### src/rtl/pic_port_pkg.sv
package pic_port_pkg;

   typedef enum logic [1:0] {
      ST_RUN  = 2'd0,
      ST_BASE = 2'd1,
      ST_CASC = 2'd2,
      ST_MODE = 2'd3
   } seq_st_t;

   typedef struct packed {
      logic start;
      logic ctrl;
      logic cmd;
      logic data;
   } wr_kind_t;

   // even-address word field positions (decoded by behaviour)
   localparam int B_START   = 4;
   localparam int B_CTRL    = 3;
   localparam int B_POLL    = 2;
   localparam int B_RS_EN   = 1;
   localparam int B_RS_VAL  = 0;
   localparam int B_SM_EN   = 6;
   localparam int B_SM_VAL  = 5;
   localparam int B_FOUR    = 0;
   localparam int B_SINGLE  = 1;
   localparam int B_NESTED  = 4;
   localparam int B_AEOI    = 1;
   localparam int OP_LSB    = 5;
   localparam int OP_W      = 3;

endpackage

### src/rtl/pic_wr_classify.sv
module pic_wr_classify
   import pic_port_pkg::*;
(
   input  logic     wr_en_i,
   input  logic     addr_i,
   input  logic     start_bit_i,
   input  logic     ctrl_bit_i,
   output wr_kind_t kind_o
);

   always_comb begin
      kind_o       = '0;
      kind_o.data  = wr_en_i &  addr_i;
      kind_o.start = wr_en_i & ~addr_i &  start_bit_i;
      kind_o.ctrl  = wr_en_i & ~addr_i & ~start_bit_i &  ctrl_bit_i;
      kind_o.cmd   = wr_en_i & ~addr_i & ~start_bit_i & ~ctrl_bit_i;
   end

endmodule

### src/rtl/pic_init_seq.sv
module pic_init_seq
   import pic_port_pkg::*;
#(
   parameter int DATA_W = 8,
   parameter int LINES  = 8,
   localparam int IDX_W  = $clog2(LINES),
   localparam int BASE_W = DATA_W - IDX_W
)(
   input  logic              clk,
   input  logic              rst_n,
   input  wr_kind_t          kind_i,
   input  logic [DATA_W-1:0] wdata_i,
   output seq_st_t           state_o,
   output logic              single_o,
   output logic              four_o,
   output logic              nested_o,
   output logic              aeoi_o,
   output logic [BASE_W-1:0] base_o,
   output logic [LINES-1:0]  mask_o
);

   seq_st_t st_q;

   always_ff @(posedge clk or negedge rst_n) begin
      if (!rst_n) begin
         st_q     <= ST_RUN;
         single_o <= 1'b0;
         four_o   <= 1'b0;
         nested_o <= 1'b0;
         aeoi_o   <= 1'b0;
         base_o   <= '0;
         mask_o   <= '0;
      end else if (kind_i.start) begin
         st_q     <= ST_BASE;
         four_o   <= wdata_i[B_FOUR];
         single_o <= wdata_i[B_SINGLE];
         nested_o <= 1'b0;
         aeoi_o   <= 1'b0;
         base_o   <= '0;
         mask_o   <= '0;
      end else if (kind_i.data) begin
         unique case (st_q)
            ST_RUN:  mask_o <= wdata_i[LINES-1:0];
            ST_BASE: begin
               base_o <= wdata_i[DATA_W-1:IDX_W];
               if (!single_o)   st_q <= ST_CASC;
               else if (four_o) st_q <= ST_MODE;
               else             st_q <= ST_RUN;
            end
            ST_CASC: st_q <= four_o ? ST_MODE : ST_RUN;
            ST_MODE: begin
               nested_o <= wdata_i[B_NESTED];
               aeoi_o   <= wdata_i[B_AEOI];
               st_q     <= ST_RUN;
            end
            default: st_q <= ST_RUN;
         endcase
      end
   end

   assign state_o = st_q;

   p_start_enter_r2: assert property (@(posedge clk) disable iff (!rst_n)
      kind_i.start |=> (st_q == ST_BASE) && (four_o == $past(wdata_i[B_FOUR]))
                       && (single_o == $past(wdata_i[B_SINGLE])))
      else $error("start word did not enter state 1");

   p_mask_load_r6: assert property (@(posedge clk) disable iff (!rst_n)
      (kind_i.data && st_q == ST_RUN) |=> mask_o == $past(wdata_i[LINES-1:0]))
      else $error("mask not loaded in state 0");

   p_mask_hold_r6: assert property (@(posedge clk) disable iff (!rst_n)
      (!kind_i.start && !(kind_i.data && st_q == ST_RUN)) |=> $stable(mask_o))
      else $error("mask changed outside a state-0 data write");

   p_casc_path_r3: assert property (@(posedge clk) disable iff (!rst_n)
      (st_q == ST_CASC) |-> !single_o)
      else $error("cascade state reached in single mode");

   p_mode_path_r4: assert property (@(posedge clk) disable iff (!rst_n)
      (st_q == ST_MODE) |-> four_o)
      else $error("mode state reached without four-word flag");

   p_mode_exit_r5: assert property (@(posedge clk) disable iff (!rst_n)
      (kind_i.data && st_q == ST_MODE) |=> (st_q == ST_RUN)
         && (nested_o == $past(wdata_i[B_NESTED])) && (aeoi_o == $past(wdata_i[B_AEOI])))
      else $error("mode word handling wrong");

endmodule

### src/rtl/pic_cmd_regs.sv
module pic_cmd_regs
   import pic_port_pkg::*;
#(
   parameter int DATA_W = 8,
   parameter int LINES  = 8,
   localparam int IDX_W = $clog2(LINES)
)(
   input  logic              clk,
   input  logic              rst_n,
   input  wr_kind_t          kind_i,
   input  logic [DATA_W-1:0] wdata_i,
   input  logic              rd_en_i,
   output logic              read_sel_o,
   output logic              smask_o,
   output logic              poll_o,
   output logic              rot_o,
   output logic              cmd_stb_o,
   output logic [OP_W-1:0]   cmd_op_o,
   output logic [IDX_W-1:0]  cmd_lvl_o
);

   logic [OP_W-1:0] op;
   logic            rot_load;
   logic            unused_bits;

   assign op          = wdata_i[OP_LSB +: OP_W];
   assign rot_load    = kind_i.cmd && (op[OP_W-2:0] == '0);
   assign unused_bits = ^wdata_i[B_START:B_CTRL];

   always_ff @(posedge clk or negedge rst_n) begin
      if (!rst_n) begin
         read_sel_o <= 1'b0;
         smask_o    <= 1'b0;
         poll_o     <= 1'b0;
         rot_o      <= 1'b0;
      end else if (kind_i.start) begin
         read_sel_o <= 1'b0;
         smask_o    <= 1'b0;
         poll_o     <= 1'b0;
         rot_o      <= 1'b0;
      end else begin
         if (kind_i.ctrl && wdata_i[B_RS_EN]) read_sel_o <= wdata_i[B_RS_VAL];
         if (kind_i.ctrl && wdata_i[B_SM_EN]) smask_o    <= wdata_i[B_SM_VAL];
         if (kind_i.ctrl && wdata_i[B_POLL])  poll_o     <= 1'b1;
         else if (rd_en_i && poll_o)          poll_o     <= 1'b0;
         if (rot_load)                        rot_o      <= op[OP_W-1];
      end
   end

   assign cmd_stb_o = kind_i.cmd;
   assign cmd_op_o  = op;
   assign cmd_lvl_o = wdata_i[IDX_W-1:0];

   p_poll_disarm_r10: assert property (@(posedge clk) disable iff (!rst_n)
      (rd_en_i && poll_o && !(kind_i.ctrl && wdata_i[B_POLL])) |=> !poll_o)
      else $error("poll stayed armed after a read");

   p_rs_hold_r7: assert property (@(posedge clk) disable iff (!rst_n)
      (!kind_i.start && !(kind_i.ctrl && wdata_i[B_RS_EN])) |=> $stable(read_sel_o))
      else $error("read select changed without enable");

   p_rot_hold_r8: assert property (@(posedge clk) disable iff (!rst_n)
      (!kind_i.start && !rot_load) |=> $stable(rot_o))
      else $error("rotate flag changed without opcode 0 or 4");

endmodule

### src/rtl/pic_read_path.sv
module pic_read_path #(
   parameter int DATA_W = 8,
   parameter int LINES  = 8,
   localparam int IDX_W = $clog2(LINES)
)(
   input  logic              clk,
   input  logic              rst_n,
   input  logic              addr_i,
   input  logic              rd_en_i,
   input  logic              poll_i,
   input  logic              read_sel_i,
   input  logic [LINES-1:0]  pend_i,
   input  logic [LINES-1:0]  insvc_i,
   input  logic [LINES-1:0]  mask_i,
   input  logic              poll_valid_i,
   input  logic [IDX_W-1:0]  poll_line_i,
   output logic [DATA_W-1:0] rdata_o,
   output logic [LINES-1:0]  clr_o
);

   localparam logic [IDX_W-1:0] SPUR = IDX_W'(LINES - 1);

   logic poll_rd;
   assign poll_rd = rd_en_i && poll_i;

   always_comb begin
      rdata_o = '0;
      if (poll_rd)
         rdata_o = DATA_W'(poll_valid_i ? poll_line_i : SPUR);
      else if (rd_en_i && addr_i)
         rdata_o = DATA_W'(mask_i);
      else if (rd_en_i)
         rdata_o = DATA_W'(read_sel_i ? insvc_i : pend_i);
   end

   for (genvar g = 0; g < LINES; g++) begin : g_clr
      assign clr_o[g] = poll_rd && poll_valid_i && (poll_line_i == IDX_W'(g));
   end

   p_clr_onehot_r10: assert property (@(posedge clk) disable iff (!rst_n)
      $onehot0(clr_o))
      else $error("poll clear not one-hot");

   p_clr_only_poll_r10: assert property (@(posedge clk) disable iff (!rst_n)
      (|clr_o) |-> (rd_en_i && poll_i && poll_valid_i))
      else $error("poll clear outside a poll read");

endmodule

### src/rtl/pic_ctrl_port.sv
module pic_ctrl_port
   import pic_port_pkg::*;
#(
   parameter int DATA_W = 8,
   parameter int LINES  = 8,
   localparam int IDX_W  = $clog2(LINES),
   localparam int BASE_W = DATA_W - IDX_W
)(
   input  logic              clk,
   input  logic              rst_n,
   input  logic              addr_i,
   input  logic              wr_en_i,
   input  logic              rd_en_i,
   input  logic [DATA_W-1:0] wdata_i,
   input  logic [LINES-1:0]  pend_i,
   input  logic [LINES-1:0]  insvc_i,
   input  logic              poll_valid_i,
   input  logic [IDX_W-1:0]  poll_line_i,
   output logic [DATA_W-1:0] rdata_o,
   output logic [LINES-1:0]  poll_clr_o,
   output logic              init_pulse_o,
   output logic [1:0]        init_state_o,
   output logic              single_o,
   output logic              four_word_o,
   output logic              nested_o,
   output logic              auto_eoi_o,
   output logic [BASE_W-1:0] vec_base_o,
   output logic [LINES-1:0]  mask_o,
   output logic              read_sel_o,
   output logic              special_mask_o,
   output logic              poll_armed_o,
   output logic              rotate_aeoi_o,
   output logic              cmd_stb_o,
   output logic [OP_W-1:0]   cmd_op_o,
   output logic [IDX_W-1:0]  cmd_lvl_o,
   output logic [DATA_W-1:0] vector_o
);

   localparam logic [IDX_W-1:0] SPUR_LINE = IDX_W'(LINES - 1);

   if (DATA_W < 8) begin : g_chk_width
      $error("DATA_W must hold the 8-bit command fields");
   end
   if (LINES != DATA_W) begin : g_chk_lines
      $error("LINES must equal DATA_W so registers read back whole");
   end
   if ((1 << IDX_W) != LINES) begin : g_chk_pow2
      $error("LINES must be a power of two");
   end

   wr_kind_t kind;
   seq_st_t  st;

   pic_wr_classify u_classify (
      .wr_en_i     (wr_en_i),
      .addr_i      (addr_i),
      .start_bit_i (wdata_i[B_START]),
      .ctrl_bit_i  (wdata_i[B_CTRL]),
      .kind_o      (kind)
   );

   pic_init_seq #(.DATA_W(DATA_W), .LINES(LINES)) u_seq (
      .clk      (clk),
      .rst_n    (rst_n),
      .kind_i   (kind),
      .wdata_i  (wdata_i),
      .state_o  (st),
      .single_o (single_o),
      .four_o   (four_word_o),
      .nested_o (nested_o),
      .aeoi_o   (auto_eoi_o),
      .base_o   (vec_base_o),
      .mask_o   (mask_o)
   );

   pic_cmd_regs #(.DATA_W(DATA_W), .LINES(LINES)) u_cmd (
      .clk        (clk),
      .rst_n      (rst_n),
      .kind_i     (kind),
      .wdata_i    (wdata_i),
      .rd_en_i    (rd_en_i),
      .read_sel_o (read_sel_o),
      .smask_o    (special_mask_o),
      .poll_o     (poll_armed_o),
      .rot_o      (rotate_aeoi_o),
      .cmd_stb_o  (cmd_stb_o),
      .cmd_op_o   (cmd_op_o),
      .cmd_lvl_o  (cmd_lvl_o)
   );

   pic_read_path #(.DATA_W(DATA_W), .LINES(LINES)) u_rd (
      .clk          (clk),
      .rst_n        (rst_n),
      .addr_i       (addr_i),
      .rd_en_i      (rd_en_i),
      .poll_i       (poll_armed_o),
      .read_sel_i   (read_sel_o),
      .pend_i       (pend_i),
      .insvc_i      (insvc_i),
      .mask_i       (mask_o),
      .poll_valid_i (poll_valid_i),
      .poll_line_i  (poll_line_i),
      .rdata_o      (rdata_o),
      .clr_o        (poll_clr_o)
   );

   assign init_pulse_o = kind.start;
   assign init_state_o = st;
   assign vector_o     = {vec_base_o, (poll_valid_i ? poll_line_i : SPUR_LINE)};

   p_start_clears_r2: assert property (@(posedge clk) disable iff (!rst_n)
      init_pulse_o |=> !poll_armed_o && !read_sel_o && !special_mask_o
                       && !rotate_aeoi_o && (mask_o == '0) && (vec_base_o == '0))
      else $error("start word left configuration set");

endmodule

### config.mk
export PLATFORM = sky130hd
export DESIGN_NAME = pic_ctrl_port
export DESIGN_NICKNAME = d
export VERILOG_FILES = /design/src/rtl/pic_port_pkg.sv /design/src/rtl/pic_wr_classify.sv /design/src/rtl/pic_init_seq.sv /design/src/rtl/pic_cmd_regs.sv /design/src/rtl/pic_read_path.sv /design/src/rtl/pic_ctrl_port.sv
export SDC_FILE = /design/constraint.sdc
export NUM_CORES = 1
export LEC_CHECK = 0
export ABC_CLOCK_PERIOD_IN_PS = 2000
export BUFFER_PORTS_ARGS = -buffer_cell sky130_fd_sc_hd__buf_2
export CORE_ASPECT_RATIO = 1.2
export CORE_UTILIZATION = 44
export DETAILED_ROUTE_END_ITERATION = 12
export PLACE_DENSITY = 0.8
export SYNTH_ARGS = -nofsm -noshare
export SYNTH_HDL_FRONTEND = slang
export SYNTH_SLANG_ARGS = --single-unit
export TNS_END_PERCENT = 20
### constraint.sdc
create_clock -name clk -period 2 [get_ports clk]
set_clock_uncertainty 0.1 [all_clocks]
set_input_delay 0.3 -clock clk [delete_from_list [all_inputs] [get_ports clk]]
set_output_delay 0.3 -clock clk [all_outputs]
set_load 0.05 [all_outputs]
==> results of run 1 <==
[power groups by stage]
stage	clock network, mW	logic (mW)	registers, mW
after global placement	0	1.51	0.765
final	0.274	1.54	0.757
after CTS	0.284	1.54	0.760
after global routing	0.305	1.61	0.784
after detailed placement	0	1.53	0.768
after floorplan	0	0.710	1.28
[final timing paths]
check	startpoint	to
max	u_cmd.poll_o$_DFFE_PN0P_	rdata_o[1]
min	wdata_i[0]	u_seq.four_o$_DFFE_PN0P_
max reg2reg	u_seq.state_o[0]$_DFFE_PN0P_	u_seq.mask_o[3]$_DFFE_PN0P_
min reg2reg	u_cmd.smask_o$_DFFE_PN0P_	u_cmd.smask_o$_DFFE_PN0P_
max in group asynchronous	rst_n	u_cmd.read_sel_o$_DFFE_PN0P_
min in group asynchronous	rst_n	u_seq.single_o$_DFFE_PN0P_
[critical path, stage by stage, from the launching register on]
cell,delay (ns)
dfrtp_1,0.48
nand2b_2,0.29
a21oi_1,0.16
a32o_1,0.14
clkbuf_4,0.23
[state kept, by name (all words and copies together), names as in the netlist]
name / cells
u_cmd.poll_o: 1
u_cmd.read_sel_o: 1
u_cmd.rot_o: 1
u_cmd.smask_o: 1
u_seq.aeoi_o: 1
u_seq.base_o: 5
u_seq.four_o: 1
u_seq.mask_o: 8
u_seq.nested_o: 1
u_seq.single_o: 1
u_seq.state_o: 2
[metal layers]
layer	global-route usage, %	up-vias	share of wire (%)
li1	-	708	-
met1	25.18	669	44
met2	35.86	52	51
met3	1.748	2	5.2
met4	4.573	0	0.67
met5	0	-	0
[per-stage QoR]
stage | cells | TNS (ns)
detailed placement | 269 | 0
floorplan | 158 | -2.463
CTS | 274 | 0
global placement | 269 | 0
finish | 275 | 0
global route | 275 | -0.1244
[synthesized netlist by cell type]
cell type	number
clkbuf_1	1
nand4b_1	1
nor3_1	2
mux2i_1	9
a32oi_1	1
a211oi_1	1
a211o_1	3
inv_1	6
nor4b_2	1
a32o_1	2
a21boi_0	1
a31oi_4	1
and4_1	1
o31ai_1	1
buf_6	1
a22o_1	4
nor2b_1	5
a41oi_1	2
and2_1	4
inv_4	1
nand2_1	18
o21ai_0	2
a21oi_1	6
nand3b_4	1
buf_2	3
o21ai_1	2
a2111oi_0	1
and3_1	1
dfrtp_1	23
nand2b_1	8
buf_4	12
a41o_2	1
nand4_1	1
mux2_1	5
nor2_1	16
mux2_4	10
[cells by family (layout without fill, tap and decap cells)]
family | after synthesis | after routing | share of synthesized area [%]
AOI/OAI and AO/OA | 28 | 28 | 14.28
buffers and inverters | 24 | 104 | 9.597
and+or+nand+nor | 59 | 59 | 19.92
DFF | 23 | 23 | 37.10
muxes | 24 | 24 | 19.11
[final cells by class]
| cell class | instances | area, um^2 |
|---|---|---|
| clock buffers | 4 | 45.04 |
| repair buffers | 93 | 506.7 |
| fillers | 287 | 1311 |
| multi-input cells | 111 | 852.1 |
| inverters | 7 | 28.78 |
| flip-flops and latches | 23 | 576.8 |
| well taps | 37 | 46.29 |
[repair_timing]
action / in CTS / in global routing
hold buffers: 1 / 0
resized for setup: 6 / 6
hold endpoints to repair: 23 / 0
buffers inserted: 0 / 1
endpoints found under the setup margin: 8 / 9
==> out/qor.txt, run 1 <==
final core occ = 61.06%
Initial Utilization = 46.08%
IR Drop Worst-Case VDD = 1152 uV
R2R Setup Slk = 0.43 ns
sequential power share = 29.5%
Synth cell types = 36
Antenna Cells = 0
CTS buffer count = 3
via count = 1,431
clk slew on worst S/H paths = 0.07 ns
GP Congestion = 0.8059
antenna violations before repair = 0
Ports = 88
final setup fails = 0
Post-route DRC = 0
clk_lat worst skew = 0.25 ns
P_int = 1.197 mW
Least-Margin Pin Slew = 0.4977 ns
total power = 2.572 mW
Synth warnings = 0
Place WS = 0.2113 ns
Tmin final = 1.943 ns
Mapped Area = 0.001551 mm^2
Hold Path Class = input pin to flip-flop
Crit Path Class = flip-flop to output port
Fin Hold WS = 0.2017 ns
Layout area overhead = 32.50%
Psw = 1.375 mW
FP Rows = 23
root buffer cell = clkbuf_8
Syn Area/Cell = 9.820 um^2
GRT Total Usage = 19.68%
most frequent cells in the layout = buf_2 (82), dfrtp_1 (22), nand2_1 (18)
hold path depth = 3
CTS sink count = 23
largest net degree at the start of global routing = 24
fin. max-slew vios = 0
Die Area = 0.003769 mm^2
commonest non-fill, non-tap cell in the layout = buf_2
CTS tree = yes
outcome = finished clean
DRT Pass-1 Iters = 4
Seq cells post-synth = 23
Final WS setup = 0.05731 ns
vias in the first global route = 1,305
PwrDens = 1251 mW/mm^2
global route overflow = 0
post-route cell area = 0.002056 mm^2
Max transition margin = 66.82%
CTS H-tree lvls = 1
Fmax achieved = 514.8 MHz
unrepaired setup endpoints after global routing = yes
Via density = 5.204
clock power share = 10.7%
layout cells sized above 1 = 48.32%
register area share after synthesis = 37.10%
R2R depth = 3
Max clock buf depth = 2
Leakage Power = 1.130 nW
CP Max Fanout = 9
Detail Placement HPWL = 3009 um
Comb power frac = 59.9%
die width = 56.21 um
fin nets = 272
top-area cell type share of the netlist area = 37.10%
Routed Antenna Nets = 0
max cap viols = 0
switching part of the total power = 53.46%
wire per inst = 13.61 um
Initial DRC Count = 45
buffers added on ports = 87
Worst setup SP type = flip-flop
Yosys top cell by area = dfrtp_1
syn_nets = 191
Final Hold Vio Count = 0
core area = 0.003367 mm^2
Cell Area, Placed = 0.001964 mm^2
ranking of synthesized cells by area = dfrtp_1 (37%), mux2_4 (9.7%), mux2i_1 (5.8%), buf_4 (5.8%), nand2_1 (4.4%)
critical path endpoint category = output port
DIE HEIGHT = 67.05 um
cells after synthesis = 158
crit path DAT = 1.54 ns
fin crit share = 97.13%
final wirelength = 3744 um
WP data required = 1.60 ns
global-route wire length before repair = 5906 um
No activity file was read; power rests on OpenSTA's default activity.
==> run 2: changes to the inputs <==
--- a/config.mk
+++ b/config.mk
@@ -10,8 +10,9 @@
 export CORE_ASPECT_RATIO = 1.2
 export CORE_UTILIZATION = 44
 export DETAILED_ROUTE_END_ITERATION = 12
-export PLACE_DENSITY = 0.8
+export PLACE_DENSITY = 0.81
 export SYNTH_ARGS = -nofsm -noshare
 export SYNTH_HDL_FRONTEND = slang
+export SYNTH_HIERARCHICAL = 1
 export SYNTH_SLANG_ARGS = --single-unit
 export TNS_END_PERCENT = 20
==> out/qor.txt, run 2 <==
Antenna Cells = 0
Synth top cells by count = nor2_1 (26), dfrtp_1 (23), mux2i_1 (21)
Synth warnings = 6
DRT Pass-1 Iters = 4
Via density = 5.303
Post-route DRC = 0
DIE HEIGHT = 66.15 um
FP Rows = 22
Seq cells post-synth = 23
CTS tree = yes
Crit Path Class = flip-flop to output port
global-route wire length before repair = 6092 um
syn_nets = 183
Tmin final = 1.957 ns
CTS sink count = 23
antenna violations before repair = 0
top-area cell type share of the netlist area = 38.14%
crit path DAT = 1.56 ns
PwrDens = 1120 mW/mm^2
Synth cell types = 36
core area = 0.003166 mm^2
clock power share = 9.1%
most frequent cells in the layout = buf_2 (80), nor2_1 (25), mux2i_1 (21), dfrtp_1 (21)
GP Congestion = 0.8160
Max clock buf depth = 2
final wirelength = 3699 um
root buffer cell = clkbuf_4
Hold Path Class = input pin to flip-flop
Final Hold Vio Count = 0
cells after synthesis = 150
Initial DRC Count = 52
Main synth FF type = dfrtp_1
layout cells sized above 1 = 52.81%
CTS buffer count = 3
WP data required = 1.60 ns
outcome = finished clean
Comb power frac = 59.0%
Fin Hold WS = 0.1605 ns
max cap viols = 0
Yosys top cell by area = dfrtp_1
via count = 1,416
Mapped Area = 0.001509 mm^2
buffers added on ports = 87
clk_lat worst skew = 0.30 ns
ranking of synthesized cells by area = dfrtp_1 (38%), mux2i_1 (14%), nor2_1 (6.5%), buf_4 (6.0%), mux2_4 (5.0%)
Psw = 1.242 mW
switching part of the total power = 54.49%
fin nets = 265
CTS H-tree lvls = 1
wire per inst = 13.85 um
Max transition margin = 66.52%
final setup fails = 0
fin crit share = 97.86%
die width = 55.46 um
Ports = 88
critical path endpoint category = output port
Syn Area/Cell = 10.06 um^2
number of flip-flops under the largest register name = 8
global route overflow = 0
Leakage Power = 1.100 nW
sequential power share = 31.9%
Die Area = 0.003669 mm^2
vias in the first global route = 1,355
P_int = 1.037 mW
commonest non-fill, non-tap cell in the layout = buf_2
Worst setup SP type = flip-flop
clk slew on worst S/H paths = 0.12 ns
Layout area overhead = 34.83%
Final TNS setup = 0 ns
Initial Utilization = 47.67%
Routed Antenna Nets = 0
Reg with most FFs = u_seq/mask_o
FFs w/ async S/R, synth = 100.0%
fin. max-slew vios = 0
Fmax achieved = 510.9 MHz
EDFF count, synth = 0
largest net degree at the start of global routing = 24
cell with the most instances after synthesis = nor2_1
IR Drop Worst-Case VDD = 871.7 uV
unrepaired setup endpoints after global routing = yes
GRT Total Usage = 20.88%
register area share after synthesis = 38.14%
CP Max Fanout = 5
Detail Placement HPWL = 2768 um
Least-Margin Pin Slew = 0.5022 ns
==> run 2: metal layers <==
metal  routed length (um)  GRT usage (%)
met5                    0              0
met4                   65          7.500
met3                  221          2.544
met2                 1893          36.75
met1                 1518          26.40
==> run 2: layout make-up <==
type                       count  area (um^2)
timing repair buffer          95        538.0
clock buffer                   4        26.28
multi-input combinational    108        843.3
tap                           36        45.04
fill                         267         1131
sequential                    23        578.1
inverter                       1        3.754
==> run 2: metrics by stage <==
step,power [mW],utilization [%],area (um^2),instances,setup slack (ns)
after global routing,2.397,64.27,2034,267,-0.04577
after floorplan,1.789,-,1541,150,-0.1443
final,2.279,64.27,2034,267,0.04283
after global placement,2.026,60.43,1913,258,0.1702
after CTS,2.271,62.89,1991,267,-0.007158
after detailed placement,2.046,60.43,1913,258,0.1551
==> run 2: path summary, 6_finish.rpt <==
check / from / endpoint / slack, ns / cells past startpoint
worst max-delay path: u_cmd/read_sel_o$_DFFE_PN0P_ / rdata_o[5] / 0.04 / 5
worst max register to register: u_seq/state_o[0]$_DFFE_PN0P_ / u_seq/mask_o[4]$_DFFE_PN0P_ / 0.63 / 4
worst min-delay path: wdata_i[2] / u_cmd/poll_o$_DFFE_PN0P_ / 0.16 / 3
min in group asynchronous: rst_n / u_seq/base_o[2]$_DFFE_PN0P_ / 0.38 / 2
worst min register to register: u_seq/aeoi_o$_DFFE_PN0P_ / u_seq/aeoi_o$_DFFE_PN0P_ / 0.43 / 2
max in group asynchronous: rst_n / u_cmd/poll_o$_DFFE_PN0P_ / 1.06 / 2
==> run 2: what timing repair did <==
action | CTS | global route
setup buffers | 4 | 0
gates resized for setup | 5 | 20
hold buffers | 1 | 0
pin swaps | 0 | 3
endpoints found under the setup margin | 8 | 12
endpoints found under the hold margin | 23 | 0
==> run 2: cell families (layout without fill, tap and decap cells) <==
family / count (synthesis) / count (layout) / synth area share [%]
DFF: 23 / 23 / 38.14
AOI/OAI and AO/OA: 14 / 14 / 7.711
and+or+nand+nor: 66 / 66 / 24.79
muxes: 28 / 28 / 20.40
buffers and inverters: 19 / 100 / 8.955
==> run 2: critical path: stages, from the launching register on <==
cell and delay (ns):
dfrtp_2 0.43, buf_4 0.16, mux2_4 0.29, mux2i_1 0.15
nor2_1 0.07, buf_6 0.15
==> run 2: power by group through the flow <==
stage,logic [mW],clock network [mW],registers [mW]
finish,1.35,0.206,0.728
global route,1.41,0.231,0.755
global placement,1.29,0,0.739
detailed placement,1.30,0,0.744
floorplan,0.617,0,1.17
CTS,1.33,0.214,0.730
==> run 3: changes to the inputs <==
--- a/config.mk
+++ b/config.mk
@@ -11,6 +11,7 @@
 export CORE_UTILIZATION = 44
 export DETAILED_ROUTE_END_ITERATION = 12
 export PLACE_DENSITY = 0.81
+export SETUP_SLACK_MARGIN = 0.15
 export SYNTH_ARGS = -nofsm -noshare
 export SYNTH_HDL_FRONTEND = slang
 export SYNTH_HIERARCHICAL = 1
==> out/qor.txt, run 3 (synthesis results as in run 2) <==
most frequent cells in the layout = buf_2 (71), dfrtp_1 (21), mux2i_1 (19)
Cell Chain, Critical Path = buf_6 > mux2_4 > mux2i_1 > nor2_2 > buf_6
CTS sink count = 23
GRT busiest layer = met2
global route overflow = 0
Place WS = 0.1890 ns
Initial DRC Count = 61
commonest non-fill, non-tap cell in the layout = buf_2
Fmax achieved = 498.2 MHz
GRT Total Usage = 23.88%
Post-route DRC = 0
Final Instance Count excl. Fillers = 273
Routed Antenna Nets = 0
Most common cell on crit path = buf_6
Multi-input gate area = 942.2 um^2
Worst setup SP type = flip-flop
CP Depth = 5
largest net degree at the start of global routing = 24
buffers added on ports = 87
R2R Setup Slk = 0.59 ns
Detail Placement HPWL = 3096 um
CTS tree = yes
Fin Hold WS = 0.1725 ns
slowest CP cell = dfrtp_2
M1 GR Usage = 25.74%
layout cells sized above 1 = 59.07%
total power = 2.363 mW
Die Area = 0.003669 mm^2
slowest stage delay, CP = 0.48 ns
Max transition margin = 65.32%
CP Buf/Inv Count = 2
CTS buffer count = 3
max cap viols = 0
vias in the first global route = 1,415
root buffer cell = clkbuf_4
DRT Pass-1 Iters = 4
global-route wire length before repair = 6693 um
crit path DAT = 1.61 ns
clk_lat worst skew = 0.31 ns
met2 usage = 46.54%
unrepaired setup endpoints after global routing = yes
fin crit share = 100.4%
Final Hold Vio Count = 0
Tmin final = 2.007 ns
antenna violations before repair = 0
core area = 0.003166 mm^2
Initial Utilization = 47.67%
FP Rows = 22
critical path endpoint category = output port
Max clock buf depth = 2
Leakage Power = 1.150 nW
kind of cell adding the most delay to the critical path = flip-flops
Final WS setup = -0.007356 ns
Least-Margin Pin Slew = 0.5202 ns
number of flip-flops under the largest register name = 8
Hold Path Class = input pin to flip-flop
fin nets = 271
final wirelength = 4355 um
Ports = 88
GP Congestion = 0.8279
CP Max Fanout = 6
wire per inst = 15.95 um
CTS H-tree lvls = 1
FF+latch area = 578.1 um^2
hold path depth = 2
fillcell total = 234
post-route cell area = 0.002248 mm^2
die width = 55.46 um
fin. max-slew vios = 0
Layout area overhead = 49.01%
final core occ = 71.03%
final setup fails = 2
Reg with most FFs = u_seq/mask_o
Cell Area, Placed = 0.002012 mm^2
Crit Path Class = flip-flop to output port
Antenna Cells = 0
IR Drop Worst-Case VDD = 601.2 uV
met3 Use GR = 3.327%
placed cells = 260
Via density = 5.377
via count = 1,468
R2R depth = 4
Final TNS setup = -0.008039 ns
failing checks = setup timing
PwrDens = 1051 mW/mm^2
outcome = complete, but fails checks
DIE HEIGHT = 66.15 um
clk slew on worst S/H paths = 0.13 ns
WP data required = 1.60 ns
[run 3: what timing repair did]
action,in CTS,in global routing
hold buffers,1,0
hold endpoints to repair,23,0
resized for setup,34,2
endpoints found under the setup margin,16,13
setup buffers,8,0
pin swaps,10,11
[run 3: layout make-up]
| type | instances | share of cell area [%] |
|---|---|---|
| Sequential cell | 23 | 25.71 |
| Multi-Input combinational cell | 108 | 41.90 |
| Inverter | 1 | 0.1669 |
| Clock buffer | 3 | 1.002 |
| Clock inverter | 1 | 0.2226 |
| Timing Repair Buffer | 101 | 28.99 |
| Tap cell | 36 | 2.003 |
[run 3: power breakdown]
part / internal [mW] / switching, mW
clock: 0.0746 / 0.140
sequential: 0.596 / 0.144
combinational: 0.392 / 1.02
[run 3: worst paths after layout]
path                                               end                    startpoint
min in group asynchronous  u_seq/mask_o[4]$_DFFE_PN0P_                         rst_n
max reg2reg                u_seq/mask_o[6]$_DFFE_PN0P_  u_seq/state_o[0]$_DFFE_PN0P_
min                           u_seq/four_o$_DFFE_PN0P_                    wdata_i[0]
max                                         rdata_o[5]  u_cmd/read_sel_o$_DFFE_PN0P_
min reg2reg                   u_seq/aeoi_o$_DFFE_PN0P_      u_seq/aeoi_o$_DFFE_PN0P_
max in group asynchronous     u_cmd/poll_o$_DFFE_PN0P_                         rst_n
[run 3: worst reg2reg max path: stages, from the launching register on]
cell and delay [ns]:
dfrtp_1 0.50, nor3b_2 0.21, buf_4 0.21, mux2i_1 0.22, nor2_1 0.07
[run 3: metal layers]
metal	share of wire, %	up-vias
met5	0	-
met4	1.6	0
met3	3.9	6
met2	56	53
met1	38	723
li1	-	686
